**src/rtl/seg_addr_pkg.sv**
```systemverilog
package seg_addr_pkg;

   localparam int SEG_COUNT = 6;
   localparam int SEG_ID_W  = 3;
   localparam int DISP_W    = 32;

   typedef enum logic [SEG_ID_W-1:0] {
      SEG_ES = 3'd0,
      SEG_CS = 3'd1,
      SEG_SS = 3'd2,
      SEG_DS = 3'd3,
      SEG_FS = 3'd4,
      SEG_GS = 3'd5
   } seg_id_e;

   typedef enum logic [1:0] {
      REF_FETCH  = 2'd0,
      REF_STACK  = 2'd1,
      REF_DATA   = 2'd2,
      REF_STRDST = 2'd3
   } ref_kind_e;

   typedef enum logic [1:0] {
      DSZ_NONE = 2'd0,
      DSZ_8    = 2'd1,
      DSZ_16   = 2'd2,
      DSZ_32   = 2'd3
   } disp_size_e;

endpackage

```
**src/rtl/seg_reg_file.sv**
```systemverilog
module seg_reg_file
   import seg_addr_pkg::*;
#(
   parameter int SEG_W = 16
) (
   input  logic                clk,
   input  logic                rst_n,
   input  logic                wr_en,
   input  logic [SEG_ID_W-1:0] wr_sel,
   input  logic [SEG_W-1:0]    wr_val,
   input  logic [SEG_ID_W-1:0] rd_sel,
   output logic [SEG_W-1:0]    rd_val
);

   logic [SEG_COUNT-1:0][SEG_W-1:0] regs_q;

   generate
      for (genvar g = 0; g < SEG_COUNT; g++) begin : g_seg
         always_ff @(posedge clk) begin
            if (!rst_n) begin
               regs_q[g] <= '0;
            end else if (wr_en && (wr_sel == SEG_ID_W'(g))) begin
               regs_q[g] <= wr_val;
            end
         end


         seg_load_chk: assert property (@(posedge clk) disable iff (!rst_n)
            (wr_en && (wr_sel == SEG_ID_W'(g))) |=> (regs_q[g] == $past(wr_val)));
      end
   endgenerate

   always_comb begin
      rd_val = '0;
      for (int i = 0; i < SEG_COUNT; i++) begin
         if (rd_sel == SEG_ID_W'(i)) rd_val = regs_q[i];
      end
   end


   seg_reserved_chk: assert property (@(posedge clk) disable iff (!rst_n)
      (!wr_en || (int'(wr_sel) >= SEG_COUNT)) |=> $stable(regs_q));

endmodule

```
**src/rtl/seg_select.sv**
```systemverilog
module seg_select
   import seg_addr_pkg::*;
#(
   parameter int REG_NUM_W = 4,
   parameter int SP_NUM    = 4,
   parameter int BP_NUM    = 5
) (
   input  logic                 clk,
   input  logic                 rst_n,
   input  logic                 req_valid,
   input  logic [1:0]           kind,
   input  logic                 base_en,
   input  logic [REG_NUM_W-1:0] base_num,
   input  logic                 ovr_en,
   input  logic [SEG_ID_W-1:0]  ovr_sel,
   output logic [SEG_ID_W-1:0]  seg_id
);

   logic    stack_base;
   logic    ovr_ok;
   seg_id_e data_dflt;
   seg_id_e pick;

   assign stack_base = base_en &&
                       ((base_num == REG_NUM_W'(SP_NUM)) || (base_num == REG_NUM_W'(BP_NUM)));
   assign ovr_ok     = ovr_en && (int'(ovr_sel) < SEG_COUNT);
   assign data_dflt  = stack_base ? SEG_SS : SEG_DS;

   always_comb begin
      unique case (ref_kind_e'(kind))
         REF_FETCH:  pick = SEG_CS;
         REF_STACK:  pick = SEG_SS;
         REF_STRDST: pick = SEG_ES;
         default:    pick = ovr_ok ? seg_id_e'(ovr_sel) : data_dflt;
      endcase
   end

   assign seg_id = pick;


   fetch_cs_chk: assert property (@(posedge clk) disable iff (!rst_n)
      (req_valid && (kind == 2'd0)) |-> (seg_id == 3'd1));


   stack_ss_chk: assert property (@(posedge clk) disable iff (!rst_n)
      (req_valid && (kind == 2'd1)) |-> (seg_id == 3'd2));


   strdst_es_chk: assert property (@(posedge clk) disable iff (!rst_n)
      (req_valid && (kind == 2'd3)) |-> (seg_id == 3'd0));


   seg_range_chk: assert property (@(posedge clk) disable iff (!rst_n)
      req_valid |-> (int'(seg_id) < SEG_COUNT));

endmodule

```
**src/rtl/ea_calc.sv**
```systemverilog
module ea_calc
   import seg_addr_pkg::*;
#(
   parameter int ADDR_W     = 64,
   parameter int REAL_OFF_W = 16
) (
   input  logic              base_en,
   input  logic [ADDR_W-1:0] base_val,
   input  logic              index_en,
   input  logic [ADDR_W-1:0] index_val,
   input  logic [1:0]        scale_code,
   input  logic [DISP_W-1:0] disp,
   input  logic [1:0]        disp_size,
   input  logic              flat_mode,
   output logic [ADDR_W-1:0] eff_off
);

   localparam logic [ADDR_W-1:0] REAL_MASK =
      {{(ADDR_W-REAL_OFF_W){1'b0}}, {REAL_OFF_W{1'b1}}};

   logic [ADDR_W-1:0] base_term;
   logic [ADDR_W-1:0] index_term;
   logic [ADDR_W-1:0] disp_term;
   logic [ADDR_W-1:0] sum;

   always_comb begin
      unique case (disp_size_e'(disp_size))
         DSZ_8:   disp_term = {{(ADDR_W-8){disp[7]}}, disp[7:0]};
         DSZ_16:  disp_term = {{(ADDR_W-16){disp[15]}}, disp[15:0]};
         DSZ_32:  disp_term = {{(ADDR_W-DISP_W){disp[DISP_W-1]}}, disp};
         default: disp_term = '0;
      endcase
   end

   assign base_term  = base_en  ? base_val : '0;
   assign index_term = index_en ? (index_val << scale_code) : '0;
   assign sum        = base_term + index_term + disp_term;
   assign eff_off    = flat_mode ? sum : (sum & REAL_MASK);

endmodule

```
**src/rtl/lin_stage.sv**
```systemverilog
module lin_stage
   import seg_addr_pkg::*;
#(
   parameter int ADDR_W     = 64,
   parameter int SEG_W      = 16,
   parameter int REAL_LIN_W = 20
) (
   input  logic                clk,
   input  logic                rst_n,
   input  logic                req_valid,
   input  logic                flat_mode,
   input  logic [SEG_ID_W-1:0] seg_id,
   input  logic [SEG_W-1:0]    seg_val,
   input  logic [ADDR_W-1:0]   eff_off,
   output logic                lin_valid,
   output logic [ADDR_W-1:0]   lin_addr
);

   localparam int SHIFT = REAL_LIN_W - SEG_W;
   localparam logic [ADDR_W-1:0] REAL_MASK =
      {{(ADDR_W-REAL_LIN_W){1'b0}}, {REAL_LIN_W{1'b1}}};

   logic              keeps_base;
   logic [ADDR_W-1:0] seg_base;
   logic [ADDR_W-1:0] sum;
   logic [ADDR_W-1:0] next_addr;

   assign keeps_base = (seg_id_e'(seg_id) == SEG_FS) || (seg_id_e'(seg_id) == SEG_GS);
   assign seg_base   = (flat_mode && !keeps_base) ? '0
                       : {{(ADDR_W-REAL_LIN_W){1'b0}}, seg_val, {SHIFT{1'b0}}};
   assign sum        = seg_base + eff_off;
   assign next_addr  = flat_mode ? sum : (sum & REAL_MASK);

   always_ff @(posedge clk) begin
      if (!rst_n) begin
         lin_valid <= 1'b0;
         lin_addr  <= '0;
      end else begin
         lin_valid <= req_valid;
         if (req_valid) lin_addr <= next_addr;
      end
   end


   valid_follow_chk: assert property (@(posedge clk) disable iff (!rst_n)
      req_valid |=> lin_valid);


   valid_idle_chk: assert property (@(posedge clk) disable iff (!rst_n)
      !req_valid |=> (!lin_valid && $stable(lin_addr)));

endmodule

```
**src/rtl/seg_addr_gen.sv**
```systemverilog
module seg_addr_gen
   import seg_addr_pkg::*;
#(
   parameter int ADDR_W     = 64,
   parameter int SEG_W      = 16,
   parameter int REG_NUM_W  = 4,
   parameter int SP_NUM     = 4,
   parameter int BP_NUM     = 5,
   parameter int REAL_LIN_W = 20,
   parameter int REAL_OFF_W = 16
) (
   input  logic                 clk,
   input  logic                 rst_n,
   input  logic                 seg_wr_en,
   input  logic [2:0]           seg_wr_sel,
   input  logic [SEG_W-1:0]     seg_wr_val,
   input  logic                 req_valid,
   input  logic [1:0]           req_kind,
   input  logic                 base_en,
   input  logic [REG_NUM_W-1:0] base_num,
   input  logic [ADDR_W-1:0]    base_val,
   input  logic                 index_en,
   input  logic [ADDR_W-1:0]    index_val,
   input  logic [1:0]           scale_code,
   input  logic [31:0]          disp,
   input  logic [1:0]           disp_size,
   input  logic                 ovr_en,
   input  logic [2:0]           ovr_sel,
   input  logic                 flat_mode,
   output logic [2:0]           seg_sel,
   output logic [ADDR_W-1:0]    eff_off,
   output logic                 lin_valid,
   output logic [ADDR_W-1:0]    lin_addr
);

   generate
      if (REAL_LIN_W <= SEG_W) begin : g_bad_shift
         $error("REAL_LIN_W must exceed SEG_W");
      end
      if (ADDR_W < DISP_W || ADDR_W <= REAL_LIN_W) begin : g_bad_addr
         $error("ADDR_W too narrow for displacement or real-mode address");
      end
      if (REAL_OFF_W > REAL_LIN_W) begin : g_bad_off
         $error("REAL_OFF_W must not exceed REAL_LIN_W");
      end
      if (SP_NUM >= (1 << REG_NUM_W) || BP_NUM >= (1 << REG_NUM_W)) begin : g_bad_num
         $error("pointer register numbers do not fit REG_NUM_W");
      end
   endgenerate

   logic [SEG_ID_W-1:0] seg_id;
   logic [SEG_W-1:0]    seg_val;

   seg_select #(
      .REG_NUM_W (REG_NUM_W),
      .SP_NUM    (SP_NUM),
      .BP_NUM    (BP_NUM)
   ) u_select (
      .clk       (clk),
      .rst_n     (rst_n),
      .req_valid (req_valid),
      .kind      (req_kind),
      .base_en   (base_en),
      .base_num  (base_num),
      .ovr_en    (ovr_en),
      .ovr_sel   (ovr_sel),
      .seg_id    (seg_id)
   );

   seg_reg_file #(
      .SEG_W (SEG_W)
   ) u_regs (
      .clk    (clk),
      .rst_n  (rst_n),
      .wr_en  (seg_wr_en),
      .wr_sel (seg_wr_sel),
      .wr_val (seg_wr_val),
      .rd_sel (seg_id),
      .rd_val (seg_val)
   );

   ea_calc #(
      .ADDR_W     (ADDR_W),
      .REAL_OFF_W (REAL_OFF_W)
   ) u_ea (
      .base_en    (base_en),
      .base_val   (base_val),
      .index_en   (index_en),
      .index_val  (index_val),
      .scale_code (scale_code),
      .disp       (disp),
      .disp_size  (disp_size),
      .flat_mode  (flat_mode),
      .eff_off    (eff_off)
   );

   lin_stage #(
      .ADDR_W     (ADDR_W),
      .SEG_W      (SEG_W),
      .REAL_LIN_W (REAL_LIN_W)
   ) u_lin (
      .clk       (clk),
      .rst_n     (rst_n),
      .req_valid (req_valid),
      .flat_mode (flat_mode),
      .seg_id    (seg_id),
      .seg_val   (seg_val),
      .eff_off   (eff_off),
      .lin_valid (lin_valid),
      .lin_addr  (lin_addr)
   );

   assign seg_sel = seg_id;


   real_width_chk: assert property (@(posedge clk) disable iff (!rst_n)
      (lin_valid && !$past(flat_mode)) |-> (lin_addr[ADDR_W-1:REAL_LIN_W] == '0));


   real_off_chk: assert property (@(posedge clk) disable iff (!rst_n)
      (req_valid && !flat_mode) |-> (eff_off[ADDR_W-1:REAL_OFF_W] == '0));

endmodule

```
**config.mk**
```make
export PLATFORM = sky130hd
export DESIGN_NAME = seg_addr_gen
export DESIGN_NICKNAME = d
export VERILOG_FILES = /design/src/rtl/seg_addr_pkg.sv /design/src/rtl/seg_reg_file.sv /design/src/rtl/seg_select.sv /design/src/rtl/ea_calc.sv /design/src/rtl/lin_stage.sv /design/src/rtl/seg_addr_gen.sv
export SDC_FILE = /design/constraint.sdc
export NUM_CORES = 1
export LEC_CHECK = 0
export ABC_AREA = 1
export ABC_CLOCK_PERIOD_IN_PS = 8400
export BUFFER_PORTS_ARGS = -buffer_cell sky130_fd_sc_hd__buf_2
export CAP_MARGIN = 20
export CORE_MARGIN = 2
export CORE_UTILIZATION = 58
export DETAILED_ROUTE_END_ITERATION = 16
export GPL_ROUTABILITY_DRIVEN = 0
export MAX_ROUTING_LAYER = met4
export PLACE_DENSITY = 0.83
export SYNTH_ARGS = -nofsm -noshare
export SYNTH_HDL_FRONTEND = slang
export SYNTH_SLANG_ARGS = --single-unit
```
**constraint.sdc**
```tcl
create_clock -name clk -period 8.4 [get_ports clk]
set_input_delay 0.84 -clock clk [delete_from_list [all_inputs] [get_ports clk]]
set_output_delay 0.84 -clock clk [all_outputs]
set_load 0.01 [all_outputs]
```
==> run_results.csv <==
group,metric,value,unit
place,dp_slack,2120,ps
route,antenna_left,0,
timing,hold_viol,0,
global_route,grt_max_degree,108,
clocking,cts_made_buffers,17,
timing,finClkSkew,7.25,ps
global_route,grt_pass1_vias,20026,
timing,hold_slack,452,ps
worst_setup_path,crit_arrival,5370,ps
clocking,clock_latency,440,ps
synth,yosysWarnings,0,
synth,synth_area,18200,um2
floorplanning,ios,332,
final_layout,final_layout_size_suffix_gt1_share,16.4,%
route,drt_iter0_drc,1988,
floorplanning,initial_core_util,59.1,%
route,via_per_inst,5.49,
floorplanning,coreArea,30700,um2
timing,finalSetupTns,0,ps
floorplanning,die_h,181,um
pwr,switching_share,46.8,%
synth,ys_seq_area_share,17.7,%
worst_setup_path,cpMaxStageDelayCell,"fa_1",
timing,final-setup-viol-count,0,
floorplanning,die-area,32800,um2
timing,rsz0062_at_grt,"false",
global_route,grtUsageTotal,36.2,%
final_layout,fill_cells,2925,
floorplanning,dieWidth,181,um
pwr,powerDensity,170,nW/um2
worst_setup_path,worstSetupPathType,"in2out",
hold_path,hold_path.class,"reg2reg",
pwr,power,3510,uW
final_layout,nets,3690,
global_route,gr-usage-met1,42.5,%
pwr,p_seq_share,23.7,%
route,wire_per_inst,15.5,um
timing,worstMarginPinSlew,1080,ps
clocking,clkSinkCount,161,
final_layout,fin_util,67.2,%
synth,synth_edf_count,0,
synth,synth.largest_area_cell,"dfxtp_1",
synth,yosysTopAreaCellShare,17.7,%
final_layout,regArea,3220,um2
final_layout,multi_input_area,12300,um2
route,route.detailed.drc,0,
clocking,cts_tree,"yes",
global_route,grt_first_pass_wirelength,94.2,mm
timing,min_period,6210,ps
pwr,power.switching,1640,uW
synth,postSynthAreaPerCell,5.91,um2
timing,fmax,0.161,GHz
synth,synthArstFlopShare,0,%
clocking,cts_resized,0,
global_route,grtUsageMet3,6.63,%
synth,post_synth_num_cell_types,46,
timing,fin_crit_sh,73.9,%
place,io_buffers,330,
clocking,cts.path.max_buffers,2,
pwr,clock_power_share,21.2,%
clocking,postCtsSetupRepairBufs,0,
route,vias,20633,
worst_setup_path,startpoint_type,"input pin",
clocking,clk_pin_slew,60,ps
hold_path,hold_path_depth,2,
pwr,p_leak,0.0113,uW
synth,synthTopCellsByArea,"dfxtp_1 18%, nand2_1 16%, inv_1 12%, nor2_1 7.7%, fa_1 7.2%",
floorplanning,fp-row-count,64,
global_route,grt-busiest-layer,"met2",
timing,max-slew-margin-rel,27.9,%
timing,slew_viol_final,0,
synth,ys_seq_elements,161,
synth,ys.flop_type,"dfxtp_1",
pwr,p_int,1860,uW
clocking,cts-hold-fix-buffers,0,
worst_setup_path,ff2ff_path_depth,23,
worst_setup_path,crit_path_end_kind,"output port",
pwr,ir_worst_vdd,0.165,mV
clocking,cts-root-buf,"clkbuf_16",
final_layout,area_delta_synth_final,13.6,%
place,hpwl,46.5,mm
global_route,antenna_found_initial,1,
synth,syn-num-nets,3417,
global_route,use_met2,61.3,%
worst_setup_path,cp_max_fo,33,
route,routed_wl,58.1,mm
flow_run,max_cap_viol_count,0,
route,dr.pass1.iters,6,
worst_setup_path,crit_chain,"buf_2, nand2_1, clkinv_1, a21oi_1, buf_4, a21oi_4, buf_4, fa_1, inv_1, ha_1, nand2_1, inv_1, a21oi_1, nand2_1, a21oi_1, nor2_1, nor2_1, nand2_1, a21boi_0, nor2_1, nor2_1, buf_2",
timing,fin_ws,2190,ps
worst_setup_path,cpPeakStageDelay,620,ps
pwr,p_comb_share,55.1,%
global_route,gr-total-overflow,0,
synth,synth_cells,3074,
clocking,htree_levels,4,
worst_setup_path,required,7560,ps
status,status,"finished, final reports clean",
[routing by layer]
metal  wire (um)  part of all wire (%)  vias up
met1       23000                    40     9275
met5           0                     0        -
li1            -                     -    10177
met3        5270                   9.1      167
met2       27400                    47     1014
met4        2430                   4.2        0
[per-stage QoR]
step	area, um2	std cells
after CTS	20600	3753
after global routing	20700	3756
final	20700	3756
after global placement	20000	3719
after floorplan	18200	3074
after detailed placement	20100	3722
[final cells by class]
class                   instances  share of cell area, %
flip-flops and latches        161                   15.6
multi-input cells            2207                   59.5
inverters                     616                   11.2
repair buffers                344                   8.58
well taps                     396                   2.40
diodes                          1                 0.0121
clock inverters                10                  0.484
clock buffers                  21                   2.23
[worst max-delay path: cells and delay by family]
family                   cells  cell delay [ps]
buffers and inverters        7             1470
AO/OA/AOI/OAI                5             1040
AND/OR/NAND/NOR              8             1000
adder cells (fa/ha/maj)      2             1000
[flip-flops by register name (all words and copies together), names as in the netlist]
signal	cells
u_regs.regs_q	96
u_lin.lin_addr	64
u_lin.lin_valid	1
[cells in the mapped netlist (2+ instances only)]
cell / n
a21oi_1: 187
a221oi_1: 16
o22ai_1: 60
nor2_2: 54
buf_2: 9
mux2i_1: 59
nor2_1: 374
nand2_1: 794
clkbuf_1: 76
inv_1: 568
nand3_2: 32
clkinv_1: 8
xor2_1: 17
nor3_1: 9
nand3_1: 122
nand2_2: 22
o21a_1: 2
buf_4: 4
ha_1: 78
nor2_4: 14
o21ai_1: 13
fa_1: 65
nand4_1: 24
a21oi_2: 3
o21ai_0: 195
nand3b_1: 9
inv_2: 40
dfxtp_1: 161
nor3_2: 4
xnor2_1: 13
nand3_4: 4
a211oi_1: 17
and2_1: 2
o21bai_1: 7
[logic make-up after synthesis]
| family | share of synthesized area (%) |
|---|---|
| AOI/OAI and AO/OA | 15.2 |
| adders and majority gates | 12.5 |
| and+or+nand+nor | 35.1 |
| xor gates and xnor gates | 1.45 |
| buffers and inverters | 14.7 |
| DFF | 17.7 |
| muxes | 3.25 |
[path summary, 6_finish.rpt]
kind | startpoint | to | slack, ps
worst max-delay path | disp_size[1] | eff_off[63] | 2190
worst min-delay path | u_regs.regs_q[22]$_SDFFE_PN0P_ | u_regs.regs_q[22]$_SDFFE_PN0P_ | 450
worst max register to register | u_regs.regs_q[17]$_SDFFE_PN0P_ | u_lin.lin_addr[43]$_SDFFE_PN0P_ | 4400
worst min register to register | u_regs.regs_q[22]$_SDFFE_PN0P_ | u_regs.regs_q[22]$_SDFFE_PN0P_ | 450
[placed cells by master, fill, tap and decap left out, types with 23 or more instances in the layout]
cell type  netlist  layout
buf_2            9     329
o21ai_0        195     195
nand2_1        794     793
nand4_1         24      24
inv_2           40      40
a21oi_1        187     186
ha_1            78      78
nand2_2         22      23
mux2i_1         59      59
nand3_1        122     122
nor2_1         374     374
o22ai_1         60      60
nor2_2          54      54
nand3_2         32      32
fa_1            65      65
inv_1          568     568
dfxtp_1        161     161
[power groups by stage]
stage	combinational [uW]	clock, uW	sequential [uW]
CTS	1890	746	830
global placement	1840	0	844
global route	2140	780	834
finish	1930	743	830
floorplan	1300	0	856
detailed placement	1880	0	846
(Power assumes the default switching activity.)
